==> src/rtl/cvsd_dec_pkg.sv <==
package cvsd_dec_pkg;

  localparam int unsigned HIST_LEN = 4;

  typedef enum logic {
    RUN_LEN4 = 1'b0,
    RUN_LEN3 = 1'b1
  } run_len_e;

  // True when the lowest n bits of h are all equal.
  function automatic logic lows_agree(input logic [HIST_LEN-1:0] h, input int unsigned n);
    logic all0;
    logic all1;
    all0 = 1'b1;
    all1 = 1'b1;
    for (int unsigned i = 0; i < HIST_LEN; i++) begin
      if (i < n) begin
        all0 = all0 & ~h[i];
        all1 = all1 & h[i];
      end
    end
    return all0 | all1;
  endfunction

endpackage

==> src/rtl/cvsd_run_det.sv <==
module cvsd_run_det
  import cvsd_dec_pkg::*;
(
  input  logic clk,
  input  logic rst_n,
  input  logic en,
  input  logic clr,
  input  logic bit_i,
  input  logic alg3_i,
  output logic run_o
);

  localparam int unsigned FILL_W = $clog2(HIST_LEN + 1);
  localparam logic [FILL_W-1:0] FILL_FULL = FILL_W'(HIST_LEN);

  logic [HIST_LEN-1:0] hist_q, hist_d, hist_nx;
  logic [FILL_W-1:0]   fill_q, fill_d, fill_nx;
  logic [FILL_W-1:0]   need;
  run_len_e            mode;

  assign mode = run_len_e'(alg3_i);

  always_comb begin
    hist_nx = {hist_q[HIST_LEN-2:0], bit_i};
    fill_nx = (fill_q == FILL_FULL) ? fill_q : fill_q + 1'b1;
    need    = (mode == RUN_LEN3) ? FILL_W'(3) : FILL_W'(4);
    run_o   = en && (fill_nx >= need) &&
              lows_agree(hist_nx, (mode == RUN_LEN3) ? 3 : 4);
    hist_d  = hist_q;
    fill_d  = fill_q;
    if (clr) begin
      hist_d = '0;
      fill_d = '0;
    end else if (en) begin
      hist_d = hist_nx;
      fill_d = fill_nx;
    end
  end

  always_ff @(posedge clk or negedge rst_n) begin
    if (!rst_n) begin
      hist_q <= '0;
      fill_q <= '0;
    end else begin
      hist_q <= hist_d;
      fill_q <= fill_d;
    end
  end

  p_fill_bound_r5: assert property (@(posedge clk) disable iff (!rst_n)
    fill_q <= FILL_FULL);

  p_run_needs_history_r5: assert property (@(posedge clk) disable iff (!rst_n)
    run_o |-> (fill_q >= FILL_W'(2)));

  p_clear_empties_r9: assert property (@(posedge clk) disable iff (!rst_n)
    clr |=> (fill_q == '0));

endmodule

==> src/rtl/cvsd_step_adapt.sv <==
module cvsd_step_adapt #(
  parameter int unsigned STEP_W   = 10,
  parameter int unsigned STEP_MIN = 32,
  parameter int unsigned STEP_MAX = 512,
  parameter int unsigned STEP_INC = 64,
  parameter int unsigned DECAY_SH = 4
) (
  input  logic              clk,
  input  logic              rst_n,
  input  logic              en,
  input  logic              clr,
  input  logic              run_i,
  output logic [STEP_W-1:0] step_d_o
);

  localparam logic [STEP_W-1:0] MIN_V = STEP_W'(STEP_MIN);
  localparam logic [STEP_W-1:0] MAX_V = STEP_W'(STEP_MAX);
  localparam logic [STEP_W-1:0] INC_V = STEP_W'(STEP_INC);

  logic [STEP_W-1:0] step_q, step_d, grown, shrunk;

  always_comb begin
    grown = step_q + INC_V;
    if (grown > MAX_V) grown = MAX_V;
    shrunk = step_q - (step_q >> DECAY_SH);
    if (shrunk < MIN_V) shrunk = MIN_V;
    step_d = step_q;
    if (clr) begin
      step_d = MIN_V;
    end else if (en) begin
      step_d = run_i ? grown : shrunk;
    end
  end

  always_ff @(posedge clk or negedge rst_n) begin
    if (!rst_n) step_q <= MIN_V;
    else        step_q <= step_d;
  end

  assign step_d_o = step_d;

  p_step_range_r6: assert property (@(posedge clk) disable iff (!rst_n)
    (step_q >= MIN_V) && (step_q <= MAX_V));

  p_step_grow_r6: assert property (@(posedge clk) disable iff (!rst_n)
    (en && !clr && run_i) |=> ((step_q > $past(step_q)) || (step_q == MAX_V)));

  p_step_shrink_r6: assert property (@(posedge clk) disable iff (!rst_n)
    (en && !clr && !run_i) |=> (step_q <= $past(step_q)));

endmodule

==> src/rtl/cvsd_integ.sv <==
module cvsd_integ #(
  parameter int unsigned SAMPLE_W = 16,
  parameter int unsigned STEP_W   = 10,
  parameter int unsigned LEAK_SH  = 5
) (
  input  logic                       clk,
  input  logic                       rst_n,
  input  logic                       en,
  input  logic                       clr,
  input  logic                       bit_i,
  input  logic [STEP_W-1:0]          step_i,
  output logic signed [SAMPLE_W-1:0] acc_o
);

  localparam int unsigned EW = SAMPLE_W + 2;
  localparam logic signed [EW-1:0] POS_LIM = {3'b000, {(SAMPLE_W-1){1'b1}}};
  localparam logic signed [EW-1:0] NEG_LIM = -POS_LIM;
  localparam logic [SAMPLE_W-1:0]  WRAP_V  = {1'b1, {(SAMPLE_W-1){1'b0}}};

  logic signed [SAMPLE_W-1:0] acc_q, acc_d;
  logic signed [EW-1:0]       acc_x, leak_x, step_x, sum_x, sat_x;

  always_comb begin
    acc_x  = {{2{acc_q[SAMPLE_W-1]}}, acc_q};
    leak_x = acc_x >>> LEAK_SH;
    step_x = {{(EW-STEP_W){1'b0}}, step_i};
    sum_x  = bit_i ? (acc_x - leak_x + step_x) : (acc_x - leak_x - step_x);
    if (sum_x > POS_LIM)      sat_x = POS_LIM;
    else if (sum_x < NEG_LIM) sat_x = NEG_LIM;
    else                      sat_x = sum_x;
    acc_d = acc_q;
    if (clr) begin
      acc_d = '0;
    end else if (en) begin
      acc_d = sat_x[SAMPLE_W-1:0];
    end
  end

  always_ff @(posedge clk or negedge rst_n) begin
    if (!rst_n) acc_q <= '0;
    else        acc_q <= acc_d;
  end

  assign acc_o = acc_q;

  p_no_wrap_r7: assert property (@(posedge clk) disable iff (!rst_n)
    acc_q != WRAP_V);

  p_rise_on_one_r3: assert property (@(posedge clk) disable iff (!rst_n)
    (en && !clr && bit_i && (acc_q <= 0)) |=> (acc_q > $past(acc_q)));

  p_fall_on_zero_r3: assert property (@(posedge clk) disable iff (!rst_n)
    (en && !clr && !bit_i && (acc_q >= 0)) |=> (acc_q < $past(acc_q)));

endmodule

==> src/rtl/cvsd_dec.sv <==
module cvsd_dec #(
  parameter int unsigned SAMPLE_W   = 16,
  parameter int unsigned STEP_MIN   = 32,
  parameter int unsigned STEP_RATIO = 16,
  parameter int unsigned STEP_INC   = 64,
  parameter int unsigned DECAY_SH   = 4,
  parameter int unsigned LEAK_SH    = 5
) (
  input  logic                       clk,
  input  logic                       rst_n,
  input  logic                       strobe_i,
  input  logic                       bit_i,
  input  logic                       idle_n_i,
  input  logic                       pwr_on_i,
  input  logic                       alg3_i,
  output logic signed [SAMPLE_W-1:0] sample_o,
  output logic                       valid_o
);

  localparam int unsigned STEP_MAX = STEP_MIN * STEP_RATIO;
  localparam int unsigned STEP_W   = $clog2(STEP_MAX + STEP_INC + 1);

  logic [1:0]        rst_sync_q;
  logic              rst_q;
  logic              go, clr, eff_bit, run;
  logic              alt_q, alt_d, valid_d;
  logic [STEP_W-1:0] step_nx;

  // Asynchronous assertion, synchronous release.
  always_ff @(posedge clk or negedge rst_n) begin
    if (!rst_n) rst_sync_q <= 2'b00;
    else        rst_sync_q <= {rst_sync_q[0], 1'b1};
  end
  assign rst_q = rst_sync_q[1];

  always_comb begin
    go      = strobe_i & pwr_on_i;
    clr     = ~pwr_on_i;
    eff_bit = idle_n_i ? bit_i : alt_q;
    alt_d   = alt_q;
    if (clr)     alt_d = 1'b0;
    else if (go) alt_d = ~alt_q;
    valid_d = go;
  end

  always_ff @(posedge clk or negedge rst_q) begin
    if (!rst_q) begin
      alt_q   <= 1'b0;
      valid_o <= 1'b0;
    end else begin
      alt_q   <= alt_d;
      valid_o <= valid_d;
    end
  end

  cvsd_run_det u_run (
    .clk    (clk),
    .rst_n  (rst_q),
    .en     (go),
    .clr    (clr),
    .bit_i  (eff_bit),
    .alg3_i (alg3_i),
    .run_o  (run)
  );

  cvsd_step_adapt #(
    .STEP_W   (STEP_W),
    .STEP_MIN (STEP_MIN),
    .STEP_MAX (STEP_MAX),
    .STEP_INC (STEP_INC),
    .DECAY_SH (DECAY_SH)
  ) u_step (
    .clk      (clk),
    .rst_n    (rst_q),
    .en       (go),
    .clr      (clr),
    .run_i    (run),
    .step_d_o (step_nx)
  );

  cvsd_integ #(
    .SAMPLE_W (SAMPLE_W),
    .STEP_W   (STEP_W),
    .LEAK_SH  (LEAK_SH)
  ) u_integ (
    .clk    (clk),
    .rst_n  (rst_q),
    .en     (go),
    .clr    (clr),
    .bit_i  (eff_bit),
    .step_i (step_nx),
    .acc_o  (sample_o)
  );

  p_valid_needs_strobe_r2: assert property (@(posedge clk) disable iff (!rst_q)
    !(strobe_i && pwr_on_i) |=> !valid_o);

  p_hold_between_r2: assert property (@(posedge clk) disable iff (!rst_q)
    (pwr_on_i && !strobe_i) |=> $stable(sample_o));

  p_pwrdn_quiet_r9: assert property (@(posedge clk) disable iff (!rst_q)
    !pwr_on_i |=> ((sample_o == '0) && !valid_o));

endmodule

==> config.mk <==
export PLATFORM = sky130hd
export DESIGN_NAME = cvsd_dec
export DESIGN_NICKNAME = d
export VERILOG_FILES = /design/src/rtl/cvsd_dec_pkg.sv /design/src/rtl/cvsd_run_det.sv /design/src/rtl/cvsd_step_adapt.sv /design/src/rtl/cvsd_integ.sv /design/src/rtl/cvsd_dec.sv
export SDC_FILE = /design/constraint.sdc
export NUM_CORES = 1
export LEC_CHECK = 0
export CELL_PAD_IN_SITES_DETAIL_PLACEMENT = 1
export CELL_PAD_IN_SITES_GLOBAL_PLACEMENT = 2
export CORE_UTILIZATION = 41
export DETAILED_ROUTE_END_ITERATION = 10
export DONT_BUFFER_PORTS = 1
export PLACE_DENSITY_LB_ADDON = 0.1
export SYNTH_ARGS = -nofsm -noshare
export SYNTH_HDL_FRONTEND = slang
export SYNTH_SLANG_ARGS = --single-unit
==> constraint.sdc <==
create_clock -name clk -period 1.4 [get_ports clk]
set_input_delay 0.28 -clock clk [delete_from_list [all_inputs] [get_ports clk]]
set_output_delay 0.28 -clock clk [all_outputs]
set_load 0.01 [all_outputs]
==> results of run 1 <==
[worst max-delay path by stage]
| stage | slack, ns | end | cells after the start | startpoint |
|---|---|---|---|---|
| 6_report | -5.20 | u_integ.acc_o[0]$_DFFE_PN0P_ | 31 | u_run.fill_q[1]$_DFFE_PN0P_ |
| 4_1_cts | -4.47 | u_integ.acc_o[3]$_DFFE_PN0P_ | 24 | u_step.step_q[5]$_DFF_PN1_ |
| 3_3_place_gp | -4.60 | u_integ.acc_o[14]$_DFFE_PN0P_ | 27 | u_step.step_q[5]$_DFF_PN1_ |
| 5_1_grt | -5.26 | u_integ.acc_o[0]$_DFFE_PN0P_ | 31 | u_run.fill_q[1]$_DFFE_PN0P_ |
| 2_1_floorplan | -4.40 | u_integ.acc_o[10]$_DFFE_PN0P_ | 25 | u_step.step_q[5]$_DFF_PN1_ |
| 3_5_place_dp | -4.84 | u_integ.acc_o[13]$_DFFE_PN0P_ | 23 | u_step.step_q[5]$_DFF_PN1_ |
[cells in the final DEF, fill, tap and decap left out, drive strengths merged, types with 6 or more instances in the layout]
| cell | synthesis | layout |
|---|---|---|
| nand2 | 28 | 28 |
| xor2 | 12 | 12 |
| a21o | 12 | 12 |
| ha | 47 | 47 |
| nor2 | 31 | 31 |
| xnor2 | 28 | 28 |
| o31ai | 7 | 7 |
| a221o | 11 | 11 |
| nor2b | 13 | 13 |
| a211oi | 8 | 8 |
| or2 | 6 | 6 |
| o21a | 7 | 7 |
| inv | 35 | 35 |
| nor3 | 11 | 11 |
| or3 | 6 | 6 |
| dfrtp | 35 | 35 |
| a31oi | 8 | 8 |
| and2 | 6 | 6 |
| a21oi | 25 | 26 |
| o21ai | 26 | 26 |
| buf | 6 | 217 |
| mux2i | 8 | 8 |
| nand2b | 7 | 7 |
| nand3 | 7 | 7 |
| o41a | 7 | 7 |
[state kept, by name, indices dropped and copies added (netlist names)]
name	flops
u_integ.acc_o	16
u_step.step_q	10
u_run.fill_q	3
alt_q	1
u_run.hist_q	3
valid_o	1
rst_sync_q	2
[through the flow]
stage | setup WS [ns] | hold WS (ns) | TNS (ns) | utilization | instances
floorplan | -4.40 | -0.0156 | -77.35 | - | 464
global placement | -4.60 | -0.0155 | -83.37 | 0.605 | 757
detailed placement | -4.84 | -0.0156 | -87.64 | 0.605 | 757
CTS | -4.47 | 0.0923 | -81.67 | 0.671 | 794
global route | -5.26 | 0.100 | -98.19 | 0.718 | 806
finish | -5.20 | 0.0935 | -96.74 | 0.718 | 806
[critical path: cells and delay by family, from the launching register on]
| family | cells | cell delay [ns] |
|---|---|---|
| compound gates | 12 | 2.60 |
| flops | 1 | 0.44 |
| mux | 1 | 0.20 |
| fa+ha+maj | 4 | 0.94 |
| buf+inv | 4 | 0.55 |
| xor+xnor | 1 | 0.11 |
| simple gates | 9 | 1.63 |
[timing repair]
| item | CTS | global route |
|---|---|---|
| endpoints found under the setup margin | 26 | 28 |
| gates cloned | 1 | 0 |
| setup buffers | 29 | 16 |
| hold buffers | 1 | 0 |
| gates resized for setup | 56 | 62 |
| pin swaps | 29 | 45 |
| hold endpoints to repair | 2 | 0 |
[cell type report]
cell class	count	area share
Clock buffer	5	0.0103
Clock inverter	3	0.00635
Inverter	35	0.0196
Multi-Input combinational cell	380	0.552
Sequential cell	36	0.135
Tap cell	129	0.0241
Timing Repair Buffer	218	0.252
[cells by family (layout without fill, tap and decap cells)]
logic type                 after synthesis  in the layout  synth area share
AOI/OAI and AO/OA                      151            152             0.279
DFF                                     36             36             0.225
adders and majority gates               50             50             0.162
muxes                                    8              8            0.0231
and+or+nand+nor                        129            129             0.165
other                                    1              1          0.000937
buffers and inverters                   49            261            0.0497
xor gates and xnor gates                40             40            0.0941
[layer usage]
layer	wire, um	global-route usage
met1	9090	0.443
met2	11900	0.733
met3	2640	0.0707
met4	2960	0.241
met5	0	0
==> run metrics, run 1 <==
NumNets Final=733; Mapped Nets=521; post-route cell area=0.00670 mm2; antenna cells=0; initial antenna violation count=2; full die area=0.0102 mm2; RR Startpoint=u_run.fill_q[1]$_DFFE_PN0P_; Worst setup EP type=flop; residual DRC count=2; GRT overflow=0; top cell type's share of synthesized area=0.219; footprint of the multi-input gates=0.00370 mm2; Worst Skew=0.0203 ns; WL final=26.6 mm; initial DRC count=415; Max Cap Viol=0; Initial Util=0.429; Crit path largest cell delay=0.51 ns; Cell variety after synth=73; layout cell share with drive strength beyond 1=0.513; Max stage delay cell, worst path=or4b_4; TritonRoute pass-1 iters=8; first-pass GRT wire length=30.8 mm; Die Span Y=101 um; Slew @ Worst Pin=0.830 ns; worst hold stages=1; area of the mapped netlist=0.00400 mm2; register-to-register setup slack=-5.20 ns; Clock Sinks=36; CTS Buffer Depth=2; Global Route Usage Sum=0.405; failing checks=DRC, setup timing; Hold Path Origin=strobe_i; fin. max-slew vios=0; antenna viol nets, final=0; # H-tree levels=2; crit-path max FO=5; row count=35; FILL cells=997; Async SR Flop Fraction=1.00; Tmin final=6.60 ns; mean routed wirelength per cell=33.0 um; Commonest cells post-synth=47 x ha_1, 35 x dfrtp_1, 33 x inv_1; Root Buffer=clkbuf_8; #FFs+latches synth=36; Yosys top cell by area=dfrtp_1; register area share after synthesis=0.225; Top FF cell, synth=dfrtp_1; CORE AREA=0.00933 mm2; fmax=151 MHz; dpl hpwl=11.7 mm; CTS tree=done; R2R Path End=u_integ.acc_o[0]$_DFFE_PN0P_; status=finished with violations; RSZ-0062 raised after global routing=true; Reg clk slew, reported paths=0.09 ns; Layout area overhead=67.4%; GP Congestion=0.887; via count=5517; Worst Hold Class=input port to flop; crit start category=flop; Clk Latency, worst-skew pair=0.33 ns; Synth area leaders=dfrtp_1 22%, ha_1 15%, xnor2_1 5.9%; synth warn=0; Die Width=101 um; Tcrit/Tclk final=4.72; largest net degree at the start of global routing=35; count leader, synth=ha_1; I/O pins=24; Worst Path Arrival=6.78 ns; Seq. cell area=903 um2; Mapped Cells=464; Slew headroom=0.444; DP Area=0.00565 mm2; critical path class=flop to flop; final setup fails=28; Final WS setup=-5.20 ns; vias per cell=6.84; Hold EP=u_integ.acc_o[0]$_DFFE_PN0P_; Avg Inst Size Synth=8.62 um2; CP required=1.58 ns; CTS buffer count=5; EDFF count, synth=0; input/output buffers=0; vias in the first global route=5536; R2R depth=31; Hold Fails Final Rpt=0
Power of run 1 is left out: the tool's default activity adds up to more than one toggle a clock period on the data nets, which glitch-free logic cannot reach.
==> run 2: changes to the inputs <==
==> constraint.sdc (replaced) <==
create_clock -name clk -period 1.4 [get_ports clk]
set_input_delay 0.28 -clock clk [delete_from_list [all_inputs] [get_ports clk]]
set_output_delay 0.28 -clock clk [all_outputs]
set_load 0.1 [all_outputs]
==> run 2 against run 1 <==
  * The run now fails in 5_1_grt
  * Synthesized cell count is the same
  * Area after synthesis is the same
==> run metrics, run 2 <==
status=aborted with a tool error; Stop stage=5_1_grt; Err=[ERROR GRT-0232] Routing congestion too high. Check the congestion heatmap in the GUI.; Global Route Usage Sum=0.744; Cell variety after synth=73; GP Congestion=0.890; Commonest cells post-synth=47 x ha_1, 35 x dfrtp_1, 33 x inv_1; Die Width=101 um; register area share after synthesis=0.225; I/O pins=24; CTS Buffer Depth=2; Initial Util=0.429; simple-gate share of the synthesized area=0.165; #FFs+latches synth=36; Mapped Nets=521; Synth area leaders=dfrtp_1 22%, ha_1 15%, xnor2_1 5.9%; Top FF cell, synth=dfrtp_1; portion of netlist area occupied by mux cells=0.0231; # H-tree levels=2; post-GRT worst EP=u_integ.acc_o[6]$_DFFE_PN0P_/D; largest family of logic cells by synthesized area=compound AO/OA/AOI/OAI gates; Clock Sinks=36; Worst EP Category=register data pin; area of the mapped netlist=0.00400 mm2; Synth Area in Compound Gates=0.279; synth warn=0; Root Buffer=clkbuf_8; Mapped Cells=464; CTS buffer count=5; Avg Inst Size Synth=8.62 um2; row count=35; Die Span Y=101 um; GRT overflow=125; count leader, synth=ha_1; post-place setup slack=-4.85 ns; Yosys top cell by area=dfrtp_1; EDFF count, synth=0; adder-cell area share of the yosys netlist=0.162; top cell type's share of synthesized area=0.219; dpl hpwl=12.1 mm; Synth Area in XOR/XNOR=0.0941; input/output buffers=0; largest net degree at the start of global routing=35; Async SR Flop Fraction=1.00
run 2: cells by family after synthesis:
family,after synthesis
AOI/OAI and AO/OA,151
xor gates and xnor gates,40
adders and majority gates,50
buffers and inverters,49
DFF,36
muxes,8
other,1
and+or+nand+nor,129
run 2: through the flow:
stage,TNS [ns],instance area (um2),cells
floorplan,-77.37,4240,464
CTS,-81.42,6450,808
global placement,-82.24,5810,775
detailed placement,-87.75,5810,775
run 2: per-layer routing:
| layer | GRT usage | overflow |
|---|---|---|
| met1 | 0.725 | 4 |
| met2 | 0.964 | 81 |
| met3 | 0.521 | 2 |
| met4 | 0.846 | 38 |
| met5 | 0.0103 | 0 |
run 2: repair_timing:
action	in CTS
gates resized for setup	72
gates cloned	1
setup buffers	24
pin swaps	35
hold endpoints to repair	2
setup endpoints to repair	26
hold buffers	1
==> run 3: changes to the inputs <==
Settings changed: CELL_PAD_IN_SITES_DETAIL_PLACEMENT 1 to default, CELL_PAD_IN_SITES_GLOBAL_PLACEMENT 2 to default, CORE_UTILIZATION 41 to 30, PLACE_DENSITY_LB_ADDON 0.1 to 0.15.
==> run 3 against run 2 <==
  * The flow now finishes, with violations (setup timing)
==> run metrics, run 3 (same netlist as run 1, synthesis figures left out) <==
TritonRoute pass-1 iters=4; RSZ-0062 raised after global routing=true; fin. max-slew vios=0; FILL cells=1173; Hold Fails Final Rpt=0; GP Congestion=0.875; antenna cells=0; CORE AREA=0.0128 mm2; Worst Skew=0.00626 ns; antenna viol nets, final=0; GRT overflow=0; Min Hold Slack=0.104 ns; CTS tree=done; Worst Path Arrival=6.10 ns; Reg clk slew, reported paths=0.06 ns; first-pass GRT wire length=22.2 mm; status=finished with violations; critical path class=flop to flop; R2R Path End=u_integ.acc_o[6]$_DFFE_PN0P_; Global Route Usage Sum=0.199; dpl hpwl=10.4 mm; Hold Path Origin=strobe_i; # H-tree levels=2; Worst Hold Class=input port to flop; Max Cap Viol=0; fmax=168 MHz; Worst setup EP type=flop; crit start category=flop; crit-path max FO=12; Crit path largest cell delay=0.44 ns; largest net degree at the start of global routing=35; Die Width=117 um; Tmin final=5.94 ns; Initial Util=0.312; initial DRC count=156; failing checks=setup timing; Tcrit/Tclk final=4.24; I/O pins=24; Largest register FFs=16; RR Startpoint=u_run.fill_q[0]$_DFFE_PN0P_; CP Launch Point=u_run.fill_q[0]$_DFFE_PN0P_; initial antenna violation count=0; Max stage delay cell, worst path=or4_4; via count=4324; Slew headroom=0.576; CTS Buffer Depth=2; worst hold stages=1; CTS buffer count=5; vias in the first global route=4451; Slew @ Worst Pin=0.618 ns; commonest non-fill, non-tap cells in the layout=204 x buf_4, 39 x ha_1, 35 x dfrtp_1; full die area=0.0138 mm2; row count=41; register-to-register setup slack=-4.54 ns; CP required=1.57 ns; Clk Latency, worst-skew pair=0.28 ns; layout cell share with drive strength beyond 1=0.478; Final WS setup=-4.54 ns; Layout area overhead=67.2%; Clock Sinks=36; Die Span Y=117 um; TNS Setup=-83.31 ns; vias per cell=5.06; Hold EP=u_integ.acc_o[0]$_DFFE_PN0P_; WL final=13.7 mm; input/output buffers=0; NumNets Final=738; Root Buffer=clkbuf_16; mean routed wirelength per cell=16.1 um; residual DRC count=0; R2R depth=28; final setup fails=26; commonest non-fill, non-tap cell in the layout=buf_4
run 3: repair_timing:
item,4_1_cts,5_1_grt
resized for setup,46,54
setup buffers,33,8
pin swaps,46,15
endpoints found under the hold margin,2,0
gates cloned,1,0
hold buffers,1,0
setup endpoints to repair,26,26
run 3: worst max path at each step:
stage                                    endpoint
global placement     u_integ.acc_o[4]$_DFFE_PN0P_
CTS                  u_integ.acc_o[6]$_DFFE_PN0P_
global route         u_integ.acc_o[5]$_DFFE_PN0P_
detailed placement   u_integ.acc_o[3]$_DFFE_PN0P_
finish               u_integ.acc_o[6]$_DFFE_PN0P_
floorplan           u_integ.acc_o[10]$_DFFE_PN0P_
run 3: per-layer routing:
metal | share of wire | GRT usage
met1 | 0.46 | 0.256
met2 | 0.50 | 0.353
met3 | 0.024 | 0.0228
met4 | 0.016 | 0.0465
met5 | 0 | 0
run 3: worst max-delay path, delay by kind of cell, from the launching register on:
family | cells | cell delay, ns
buffers and inverters | 4 | 0.58
AND/OR/NAND/NOR | 7 | 1.45
flip-flops | 1 | 0.41
XOR/XNOR | 2 | 0.29
AO/OA/AOI/OAI | 12 | 2.28
adder cells (fa/ha/maj) | 3 | 0.79
run 3: through the flow:
| stage | worst slack [ns] | cells | utilization | area, um2 |
|---|---|---|---|---|
| 2_1_floorplan | -4.40 | 464 | - | 4240 |
| 3_3_place_gp | -4.67 | 807 | 0.449 | 5760 |
| 3_5_place_dp | -4.68 | 807 | 0.449 | 5760 |
| 4_1_cts | -4.39 | 847 | 0.498 | 6380 |
| 5_1_grt | -4.82 | 854 | 0.522 | 6690 |
| 6_report | -4.54 | 854 | 0.522 | 6690 |
run 3: layout make-up:
cell class | instances | area, um2 | share of cell area
Clock inverter | 3 | 42.5 | 0.00636
Tap cell | 172 | 215 | 0.0322
Timing Repair Buffer | 224 | 1770 | 0.265
Sequential cell | 36 | 902 | 0.135
Multi-Input combinational cell | 379 | 3500 | 0.523
Inverter | 35 | 131 | 0.0196
Clock buffer | 5 | 125 | 0.0187
Power of run 3 is left out for the same reason.
==> run 4: changes to the inputs <==
Settings changed: BUFFER_PORTS_ARGS from default to -buffer_cell sky130_fd_sc_hd__buf_2, CELL_PAD_IN_SITES_DETAIL_PLACEMENT from default to 0, CELL_PAD_IN_SITES_GLOBAL_PLACEMENT from default to 1, DONT_BUFFER_PORTS 1 to default.
==> run 4 against run 3 <==
  * The run still ends with setup timing left
  * Critical path depth decreased by 4
  * Setup slack improved by 0.20 ns
  * Clock skew about the same
  * Wire length decreased by 5.2%
  * First-iteration DRC count increased by 12%
  * Design area increased by 2.4%
  * Die area unchanged
  * Fmax increased by 3.5%
  * Via count decreased by 1.7%
  * Critical path type unchanged
  * Clock-buffer cell count increased by 2
  * Core utilization increased by 1.2 points
  * Largest cell class unchanged
  * Global-route usage decreased by 0.79 points
==> run metrics, run 4 (same netlist as run 1, synthesis figures left out) <==
CTS buffer count=5; crit start category=flop; fin. max-slew vios=0; Worst Path Arrival=5.90 ns; CTS tree=done; Max Cap Viol=0; Clock Sinks=36; Worst Skew=0.00591 ns; layout cell share with drive strength beyond 1=0.485; Hold Fails Final Rpt=0; NumNets Final=743; # H-tree levels=2; Largest register FFs=16; commonest non-fill, non-tap cells in the layout=193 x buf_4, 40 x ha_1, 35 x dfrtp_1; Global Route Usage Sum=0.191; Tmin final=5.73 ns; Layout area overhead=71.1%; final setup fails=26; Initial Util=0.312; vias per cell=4.96; Worst Hold Class=flop to asynchronous set/reset pin; TNS Setup=-79.44 ns; Max stage delay cell, worst path=dfstp_2; Slew @ Worst Pin=0.666 ns; GP Congestion=0.874; Tcrit/Tclk final=4.10; register-to-register setup slack=-4.33 ns; via count=4252; fmax=174 MHz; initial DRC count=175; CTS Buffer Depth=2; CORE AREA=0.0128 mm2; largest net degree at the start of global routing=35; WL final=13.0 mm; input/output buffers=23; Die Span Y=117 um; TritonRoute pass-1 iters=4; CP required=1.57 ns; first-pass GRT wire length=21.4 mm; full die area=0.0138 mm2; initial antenna violation count=0; GRT overflow=0; Worst setup EP type=flop; Reg clk slew, reported paths=0.06 ns; crit-path max FO=6; Crit path largest cell delay=0.57 ns; vias in the first global route=4441; failing checks=setup timing; antenna viol nets, final=0; status=finished with violations; I/O pins=24; row count=41; critical path class=flop to flop; Slew headroom=0.543; commonest non-fill, non-tap cell in the layout=buf_4; residual DRC count=0; dpl hpwl=10.3 mm; Final WS setup=-4.33 ns; Clk Latency, worst-skew pair=0.29 ns; Die Width=117 um; RSZ-0062 raised after global routing=true; Root Buffer=clkbuf_16; mean routed wirelength per cell=15.2 um; worst-path cell chain=ha_4, a211o_1, or3_1, o221a_1, a21boi_4, a31o_4, o22ai_4, inv_2, ha_4, nand2b_4, xnor2_2, ha_1, nor2b_4, o31a_1, or3_4, a31oi_4, xnor2_2, nor4_2, nand2_1, or4_4, o41ai_4, buf_4, a21oi_4, a221o_1; antenna cells=0
-- run 4: timing repair --
action	4_1_cts	5_1_grt
pin swaps	41	23
gates cloned	1	0
setup endpoints to repair	26	27
hold buffers	1	0
hold endpoints to repair	2	0
gates resized for setup	44	45
buffers inserted	18	7
-- run 4: final cells by class --
cell class	count	area (um2)
clock buffer	7	153
multi-input combinational	380	3500
tap	172	215
timing repair buffer	228	1950
sequential	36	902
inverter	35	131
fill	1195	5980
-- run 4: metal layers --
metal	track usage	up-vias	routed length, um
li1	-	2158	-
met1	0.237	2047	5820
met2	0.354	39	6820
met3	0.0208	8	243
met4	0.0377	0	121
met5	0	-	0
-- run 4: critical path: cells and delay by family, from the launching register on --
kind                     cells  cell delay [ns]
buffers and inverters        2             0.27
AO/OA/AOI/OAI               10             2.12
flip-flops                   1             0.57
XOR/XNOR                     2             0.23
AND/OR/NAND/NOR              7             1.75
adder cells (fa/ha/maj)      3             0.67
-- run 4: path summary, 6_finish.rpt --
path / from / to / depth (start not counted)
max in group asynchronous: rst_sync_q[1]$_DFF_PN0_ / u_step.step_q[5]$_DFF_PN1_ / 1
min: rst_sync_q[1]$_DFF_PN0_ / u_integ.acc_o[5]$_DFFE_PN0P_ / 1
min in group clk: rst_sync_q[0]$_DFF_PN0_ / rst_sync_q[1]$_DFF_PN0_ / 0
min reg2reg: rst_sync_q[1]$_DFF_PN0_ / u_integ.acc_o[5]$_DFFE_PN0P_ / 1
max: u_step.step_q[5]$_DFF_PN1_ / u_integ.acc_o[4]$_DFFE_PN0P_ / 24
max reg2reg: u_step.step_q[5]$_DFF_PN1_ / u_integ.acc_o[4]$_DFFE_PN0P_ / 24
-- run 4: stage by stage --
step | area, um2 | hold WS [ns] | setup WS (ns) | util | cells
3_3_place_gp | 6110 | 0.0653 | -4.53 | 0.477 | 829
5_1_grt | 6850 | 0.275 | -4.60 | 0.534 | 858
6_report | 6850 | 0.229 | -4.33 | 0.534 | 858
4_1_cts | 6620 | 0.241 | -4.34 | 0.516 | 855
3_5_place_dp | 6110 | 0.0656 | -4.70 | 0.477 | 829
2_1_floorplan | 4240 | -0.0156 | -4.40 | - | 464
Power of run 4 is left out for the same reason.
